**src/rtl/otg_status_pkg.sv**
```systemverilog
package otg_status_pkg;
  // Update requests sent from the change detector to the status datapath.
  typedef struct packed {
    logic vbusSet;
    logic vbusClr;
    logic sessSet;
    logic sessClr;
  } statusStrobes_t;
endpackage

```
**src/rtl/otg_sync.sv**
```systemverilog
module otg_sync #(
  parameter int STAGES = 2,
  parameter int WIDTH  = 2
) (
  input  logic             clk,
  input  logic             rstN,
  input  logic [WIDTH-1:0] asyncIn,
  output logic [WIDTH-1:0] syncOut
);
  logic [WIDTH-1:0] chain [STAGES];

  generate
    for (genvar g = 0; g < STAGES; g++) begin : g_stage
      if (g == 0) begin : g_first
        always_ff @(posedge clk or negedge rstN) begin
          if (!rstN) chain[0] <= '0;
          else       chain[0] <= asyncIn;
        end
      end else begin : g_next
        always_ff @(posedge clk or negedge rstN) begin
          if (!rstN) chain[g] <= '0;
          else       chain[g] <= chain[g-1];
        end
      end
    end
  endgenerate

  assign syncOut = chain[STAGES-1];
endmodule

```
**src/rtl/otg_status_ctrl.sv**
```systemverilog
module otg_status_ctrl
  import otg_status_pkg::*;
(
  input  logic           clk,
  input  logic           rstN,
  input  logic           syncVbus,
  input  logic           syncSess,
  output statusStrobes_t strobes,
  output logic           chgPulse
);
  logic prevVbus, prevSess;
  logic vbusEdge, sessEdge;

  assign vbusEdge = syncVbus ^ prevVbus;
  assign sessEdge = syncSess ^ prevSess;

  always_comb begin
    strobes.vbusSet = vbusEdge &  syncVbus;
    strobes.vbusClr = vbusEdge & ~syncVbus;
    strobes.sessSet = sessEdge &  syncSess;
    strobes.sessClr = sessEdge & ~syncSess;
  end

  always_ff @(posedge clk or negedge rstN) begin
    if (!rstN) begin
      prevVbus <= 1'b0;
      prevSess <= 1'b0;
      chgPulse <= 1'b0;
    end else begin
      prevVbus <= syncVbus;
      prevSess <= syncSess;
      chgPulse <= vbusEdge;
    end
  end

  // a set request and a clear request for the same bit never come together
  p_strobe_excl_r3: assert property (@(posedge clk) disable iff (!rstN)
    $onehot0({strobes.vbusSet, strobes.vbusClr}));
  // the pulse follows only a VBUS request, never a session request alone
  p_sess_no_pulse_r6: assert property (@(posedge clk) disable iff (!rstN)
    (sessEdge && !vbusEdge) |=> !chgPulse);
endmodule

```
**src/rtl/otg_status_dp.sv**
```systemverilog
module otg_status_dp
  import otg_status_pkg::*;
#(
  parameter int WORD_W     = 16,
  parameter int VBUS_BIT   = 5,
  parameter int SVALID_BIT = 6,
  parameter int SEND_BIT   = 7
) (
  input  logic              clk,
  input  logic              rstN,
  input  statusStrobes_t    strobes,
  output logic [WORD_W-1:0] word
);
  localparam logic [WORD_W-1:0] LIVE_MASK =
    (WORD_W'(1) << VBUS_BIT) | (WORD_W'(1) << SVALID_BIT) | (WORD_W'(1) << SEND_BIT);

  logic vbusQ, sessValidQ, sessEndQ;

  always_ff @(posedge clk or negedge rstN) begin
    if (!rstN) begin
      vbusQ      <= 1'b0;
      sessValidQ <= 1'b0;
      sessEndQ   <= 1'b0;
    end else begin
      if (strobes.vbusSet)      vbusQ <= 1'b1;
      else if (strobes.vbusClr) vbusQ <= 1'b0;
      if (strobes.sessSet) begin
        sessValidQ <= 1'b1;
        sessEndQ   <= 1'b0;
      end else if (strobes.sessClr) begin
        sessValidQ <= 1'b0;
        sessEndQ   <= 1'b1;
      end
    end
  end

  always_comb begin
    word             = '0;
    word[VBUS_BIT]   = vbusQ;
    word[SVALID_BIT] = sessValidQ;
    word[SEND_BIT]   = sessEndQ;
  end

  // session valid and session end are never both set
  p_sess_excl_r8: assert property (@(posedge clk) disable iff (!rstN)
    !(word[SVALID_BIT] && word[SEND_BIT]));
  // bits outside the three live fields stay zero
  p_fixed_zero_r7: assert property (@(posedge clk) disable iff (!rstN)
    (word & ~LIVE_MASK) == '0);
  // a session rise request leaves the pair at valid=1, end=0
  p_sess_rise_r4: assert property (@(posedge clk) disable iff (!rstN)
    strobes.sessSet |=> (word[SVALID_BIT] && !word[SEND_BIT]));
  // a session fall request leaves the pair at valid=0, end=1
  p_sess_fall_r5: assert property (@(posedge clk) disable iff (!rstN)
    strobes.sessClr |=> (!word[SVALID_BIT] && word[SEND_BIT]));
endmodule

```
**src/rtl/otg_line_status.sv**
```systemverilog
module otg_line_status
  import otg_status_pkg::*;
#(
  parameter int SYNC_STAGES = 2,
  parameter int WORD_W      = 16,
  parameter int VBUS_BIT    = 5,
  parameter int SVALID_BIT  = 6,
  parameter int SEND_BIT    = 7
) (
  input  logic              clk,
  input  logic              rstN,
  input  logic              vbusLvl,
  input  logic              sessLvl,
  output logic [WORD_W-1:0] statusWord,
  output logic              vbusChgPulse
);
  logic [1:0]     syncLvl;
  statusStrobes_t strobes;

  otg_sync #(.STAGES(SYNC_STAGES), .WIDTH(2)) uSync (
    .clk(clk), .rstN(rstN), .asyncIn({sessLvl, vbusLvl}), .syncOut(syncLvl));

  otg_status_ctrl uCtrl (
    .clk(clk), .rstN(rstN), .syncVbus(syncLvl[0]), .syncSess(syncLvl[1]),
    .strobes(strobes), .chgPulse(vbusChgPulse));

  otg_status_dp #(.WORD_W(WORD_W), .VBUS_BIT(VBUS_BIT), .SVALID_BIT(SVALID_BIT),
    .SEND_BIT(SEND_BIT)) uDp (
    .clk(clk), .rstN(rstN), .strobes(strobes), .word(statusWord));

  // the event is high exactly in the cycles where the VBUS bit has just changed
  p_pulse_on_change_r3: assert property (@(posedge clk) disable iff (!rstN)
    vbusChgPulse == (statusWord[VBUS_BIT] != $past(statusWord[VBUS_BIT])));
  // a session-only change of the word carries no event
  p_sess_quiet_r6: assert property (@(posedge clk) disable iff (!rstN)
    ((statusWord[SVALID_BIT] != $past(statusWord[SVALID_BIT])) &&
     $stable(statusWord[VBUS_BIT])) |-> !vbusChgPulse);
endmodule

```
**config.mk**
```make
export PLATFORM = sky130hd
export DESIGN_NAME = otg_line_status
export DESIGN_NICKNAME = d
export VERILOG_FILES = /design/src/rtl/otg_status_pkg.sv /design/src/rtl/otg_sync.sv /design/src/rtl/otg_status_ctrl.sv /design/src/rtl/otg_status_dp.sv /design/src/rtl/otg_line_status.sv
export SDC_FILE = /design/constraint.sdc
export NUM_CORES = 1
export LEC_CHECK = 0
export ABC_AREA = 1
export BUFFER_PORTS_ARGS = -buffer_cell sky130_fd_sc_hd__buf_4
export CAP_MARGIN = 10
export CORE_AREA = 2 2 39 41
export DETAILED_ROUTE_END_ITERATION = 7
export DIE_AREA = 0 0 41 43
export GPL_TIMING_DRIVEN = 0
export SYNTH_ARGS = -nofsm -noshare
export SYNTH_HDL_FRONTEND = slang
export SYNTH_SLANG_ARGS = --single-unit
```
**constraint.sdc**
```tcl
create_clock -name clk -period 1.16 [get_ports clk]
set_clock_uncertainty 0.2 [all_clocks]
set_input_delay 0.348 -clock clk [delete_from_list [all_inputs] [get_ports clk]]
set_output_delay 0.348 -clock clk [all_outputs]
set_load 0.1 [all_outputs]
```
* Word level (Yosys, flattened, before mapping)
Cells that the tools add are included.
** Cells by class
- Bitwise gates (word level) :: 8
- Mux-type cells :: 6
- Reductions and logical operators :: 2
** Operator list (number)
- $mux 1 :: 6
- $and 1x1->1 :: 4
- $reduce_bool 2->1 :: 2
- $not 1->1 :: 2
- $xor 1x1->1 :: 2
** Storage, ports and cells
- Flip-flop bits (word level) :: 10
- Output and inout port bits :: 17

* Logic depth before layout (Yosys ltp)
- Word-level depth :: 4
- Mapped depth :: 5

* Modules after synthesis
A second synthesis with hierarchy kept.
** Second synthesis, totals
- Cell total of the unflattened synthesis :: 48
- Area, all modules :: 478.0 um^2
** Modules (own cells, without submodules)
- otg_status_dp :: times used 1, cells an instance 30, area an instance 236.5 um^2, sequential area each 75.1 um^2
- otg_status_ctrl :: times used 1, cells an instance 12, area an instance 126.4 um^2, sequential area each 75.1 um^2
- otg_sync :: times used 1, cells an instance 6, area an instance 115.1 um^2, sequential area each 100.1 um^2

* Worst setup path before layout
No wires, ideal clock.
- Path kind :: reg-to-output
- Start :: reg uCtrl.chgPulse
- End :: out vbusChgPulse
- Required time :: 612 ps
- Arrival :: 883 ps
- Stages on the path, launching flop included :: 1
- Path buffers :: 0
- Path slack :: -271 ps
- Cell sequence :: dfrtp_1
** RTL lines
- start: declaration :: line otg_status_ctrl.sv:9 : output logic chgPulse
- start signal: assignment :: line otg_status_ctrl.sv:32 : chgPulse <= vbusEdge;
- end: declaration :: line otg_line_status.sv:15 : output logic vbusChgPulse
No word-level cell between the ends.

* Final worst setup path
- Start :: reg uCtrl.chgPulse
- End :: out vbusChgPulse
No word-level cell between the ends.

==> impl_metrics.yaml <==
worst_setup_path:
  critPathMaxFanout: 1
  arrival_ns: 0.91
  critical_path.slowest_cell: "dfrtp_4"
  path_class: "reg -> out"
  path_cells: "buf_12"
  cpPeakStageDelay_ns: 0.48
  startpoint_type: "flip-flop"
  endpoint_kind: "primary output"
  path_buf_inv: 1
  critPathTopFamily: "flip-flops"
  critical_path_required_ns: 0.61
yosys:
  synth_cell_types: 7
  synth-simple-area-share_pct: 5.74
  muxShareOfSynthArea_pct: 0
  synth_fa_ha_area_share_pct: 8.20
  synth_compound_area_share_pct: 1.09
  ys_warn_count: 0
  syn_area_per_cell_um2: 10.9
  synth_top_family_by_area: "buffers and inverters"
  synth_xor_area_share_pct: 0
  netlist_instances: 42
  synth-seq-cells: 10
  synth-seq-area-share_pct: 54.6
  syn-cell-area_um2: 458
power_and_ir_drop:
  p_per_area_mw_per_mm2: 1680
  peakVddDrop_mv: 0.796
  comb_power_share_pct: 41.1
  power.share.clock_pct: 25.6
  power.leakage_nw: 0.399
  seq_power_share_pct: 33.3
  p_switching_uw: 489
  switching_share_pct: 40.8
  total_power_mw: 1.20
  p_int_uw: 711
floorplan:
  dieArea_mm2: 0.00176
  die_h_um: 43
  ios: 21
  std_cell_rows: 14
  start_util_pct: 33.1
  core_mm2: 0.00138
  die_w_um: 41
layout:
  area_delta_synth_final_pct: 56.3
  fin_cells: 85
  final_cell_mix: "buf_4 (20), conb_1 (13), dfrtp_1 (9), nand2_1 (7), buf_12 (4)"
  seq_area_um2: 254
  final_common_cell: "buf_4"
  diodes: 0
  fin_nets: 77
  fin_area_um2: 716
  multiInputGateArea_um2: 130
  drive_gt1_share_pct: 44.9
  fillerInstances: 131
clocking:
  clkSinkCount: 10
  cts_made_buffers: 3
  clk_pin_slew_ns: 0.06
  cts_max_path_buffers: 2
  clock-root-buffer: "clkbuf_4"
  cts_tree: "built"
  htree_levels: 1
  clkLatencyLatePin_ns: 0.26
routing:
  wire_per_inst_um: 6.18
  drtIter0Drc: 10
  via_per_inst: 3.36
  final_antenna_net_count: 0
  dr.pass1.iters: 2
  routed-via-count: 286
  drt-total-wl_um: 525
  drc: 0
global_routing:
  grt_pass1_wl_um: 855
  antenna_found_initial: 0
  grt_util_met2_pct: 11.6
  grtUsageMet1_pct: 7.17
  groute.usage.overall_pct: 8.08
  overflow: 0
  grt_pass1_vias: 242
  grt_max_degree: 11
  grt.busiest_layer: "met2"
  use_met3_pct: 3.14
placed_design:
  pre_cts_ws_ns: -0.101
  dp_hpwl_um: 381
  dpl-instance-area_um2: 579
  place_congestion: 0.539
  placed_cells: 77
  io_buffer_count: 7
min_path:
  hold_path.class: "reg -> reg"
timing:
  finalCritPeriodShare_pct: 126
  min_period_ns: 1.46
  slew_viol_final: 0
  fmax_ghz: 0.686
  rsz0062_at_grt: "yes"
  setup_viol: 4
  finalHoldViolations: 0
  fin_ws_ns: -0.298
run_status:
  violations: "negative setup slack"
  status: "complete, but fails checks"
job:
  cap_viol_max_count: 0
synth_stat cells:
library cell   n  area (um^2)
buf_4         16          120
o21ai_1        1         5.00
conb_1         1         3.75
inv_1          4         15.0
nand2_1        7         26.3
dfrtp_1       10          250
ha_1           3         37.5
area by class of cell:
type,instances,area share [%]
clock buffers,4,5.07
inverters,4,2.10
well taps,16,2.80
repair buffers,14,22.7
multi-input cells,24,18.2
flip-flops and latches,10,35.5
plain buffers,13,13.6
registers in the layout, summed over array words and instances, names as in the netlist:
signal          flops
uCtrl.prevSess      1
uSync.chain         2
uDp.sessValidQ      1
uSync.syncOut       2
uDp.sessEndQ        1
uDp.vbusQ           1
uCtrl.chgPulse      1
uCtrl.prevVbus      1
worst paths after layout:
path                            cells after the start          endpoint        startpoint  slack [ns]
worst max-delay path                                1      vbusChgPulse    uCtrl.chgPulse       -0.30
worst min-delay path                                0  uSync.syncOut[0]    uSync.chain[2]        0.15
worst max register to register                      4    uDp.sessValidQ  uSync.syncOut[1]        0.01
worst min register to register                      0  uSync.syncOut[0]    uSync.chain[2]        0.15
max in group asynchronous                           2    uCtrl.chgPulse              rstN        0.36
min in group asynchronous                           2    uSync.chain[2]              rstN        0.24
layer usage:
layer | wire, um | vias up
li1 | - | 150
met1 | 205 | 123
met2 | 265 | 13
met3 | 54 | 0
met4 | 0 | 0
met5 | 0 | -
power by group through the flow:
| stage | clock network, mW | registers, mW | logic, mW |
|---|---|---|---|
| after CTS | 0.324 | 0.400 | 0.489 |
| after floorplan | 0 | 0.421 | 0.363 |
| after global placement | 0 | 0.396 | 0.431 |
| after global routing | 0.349 | 0.402 | 0.514 |
| final | 0.307 | 0.400 | 0.493 |
| after detailed placement | 0 | 0.397 | 0.433 |
what timing repair did:
action,4_1_cts,5_1_grt
gates resized for setup,13,1
hold buffers,3,0
gates cloned,0,0
setup buffers,3,1
endpoints found under the setup margin,6,5
hold endpoints to repair,12,0
cells by family after synthesis:
logic type	Yosys count
compound gates	1
fa+ha+maj	3
buf+inv	20
flops	10
other cells	1
simple gates	7
stage by stage:
| stage | setup TNS (ns) | util, % | hold slack [ns] |
|---|---|---|---|
| 2_1_floorplan | 0 | - | -0.148 |
| 3_3_place_gp | -0.335 | 41.9 | -0.0215 |
| 3_5_place_dp | -0.345 | 41.9 | -0.0172 |
| 4_1_cts | -1.05 | 51.2 | 0.155 |
| 5_1_grt | -1.17 | 51.7 | 0.160 |
| 6_report | -0.990 | 51.7 | 0.152 |
Power figures use the tool's default switching activity.
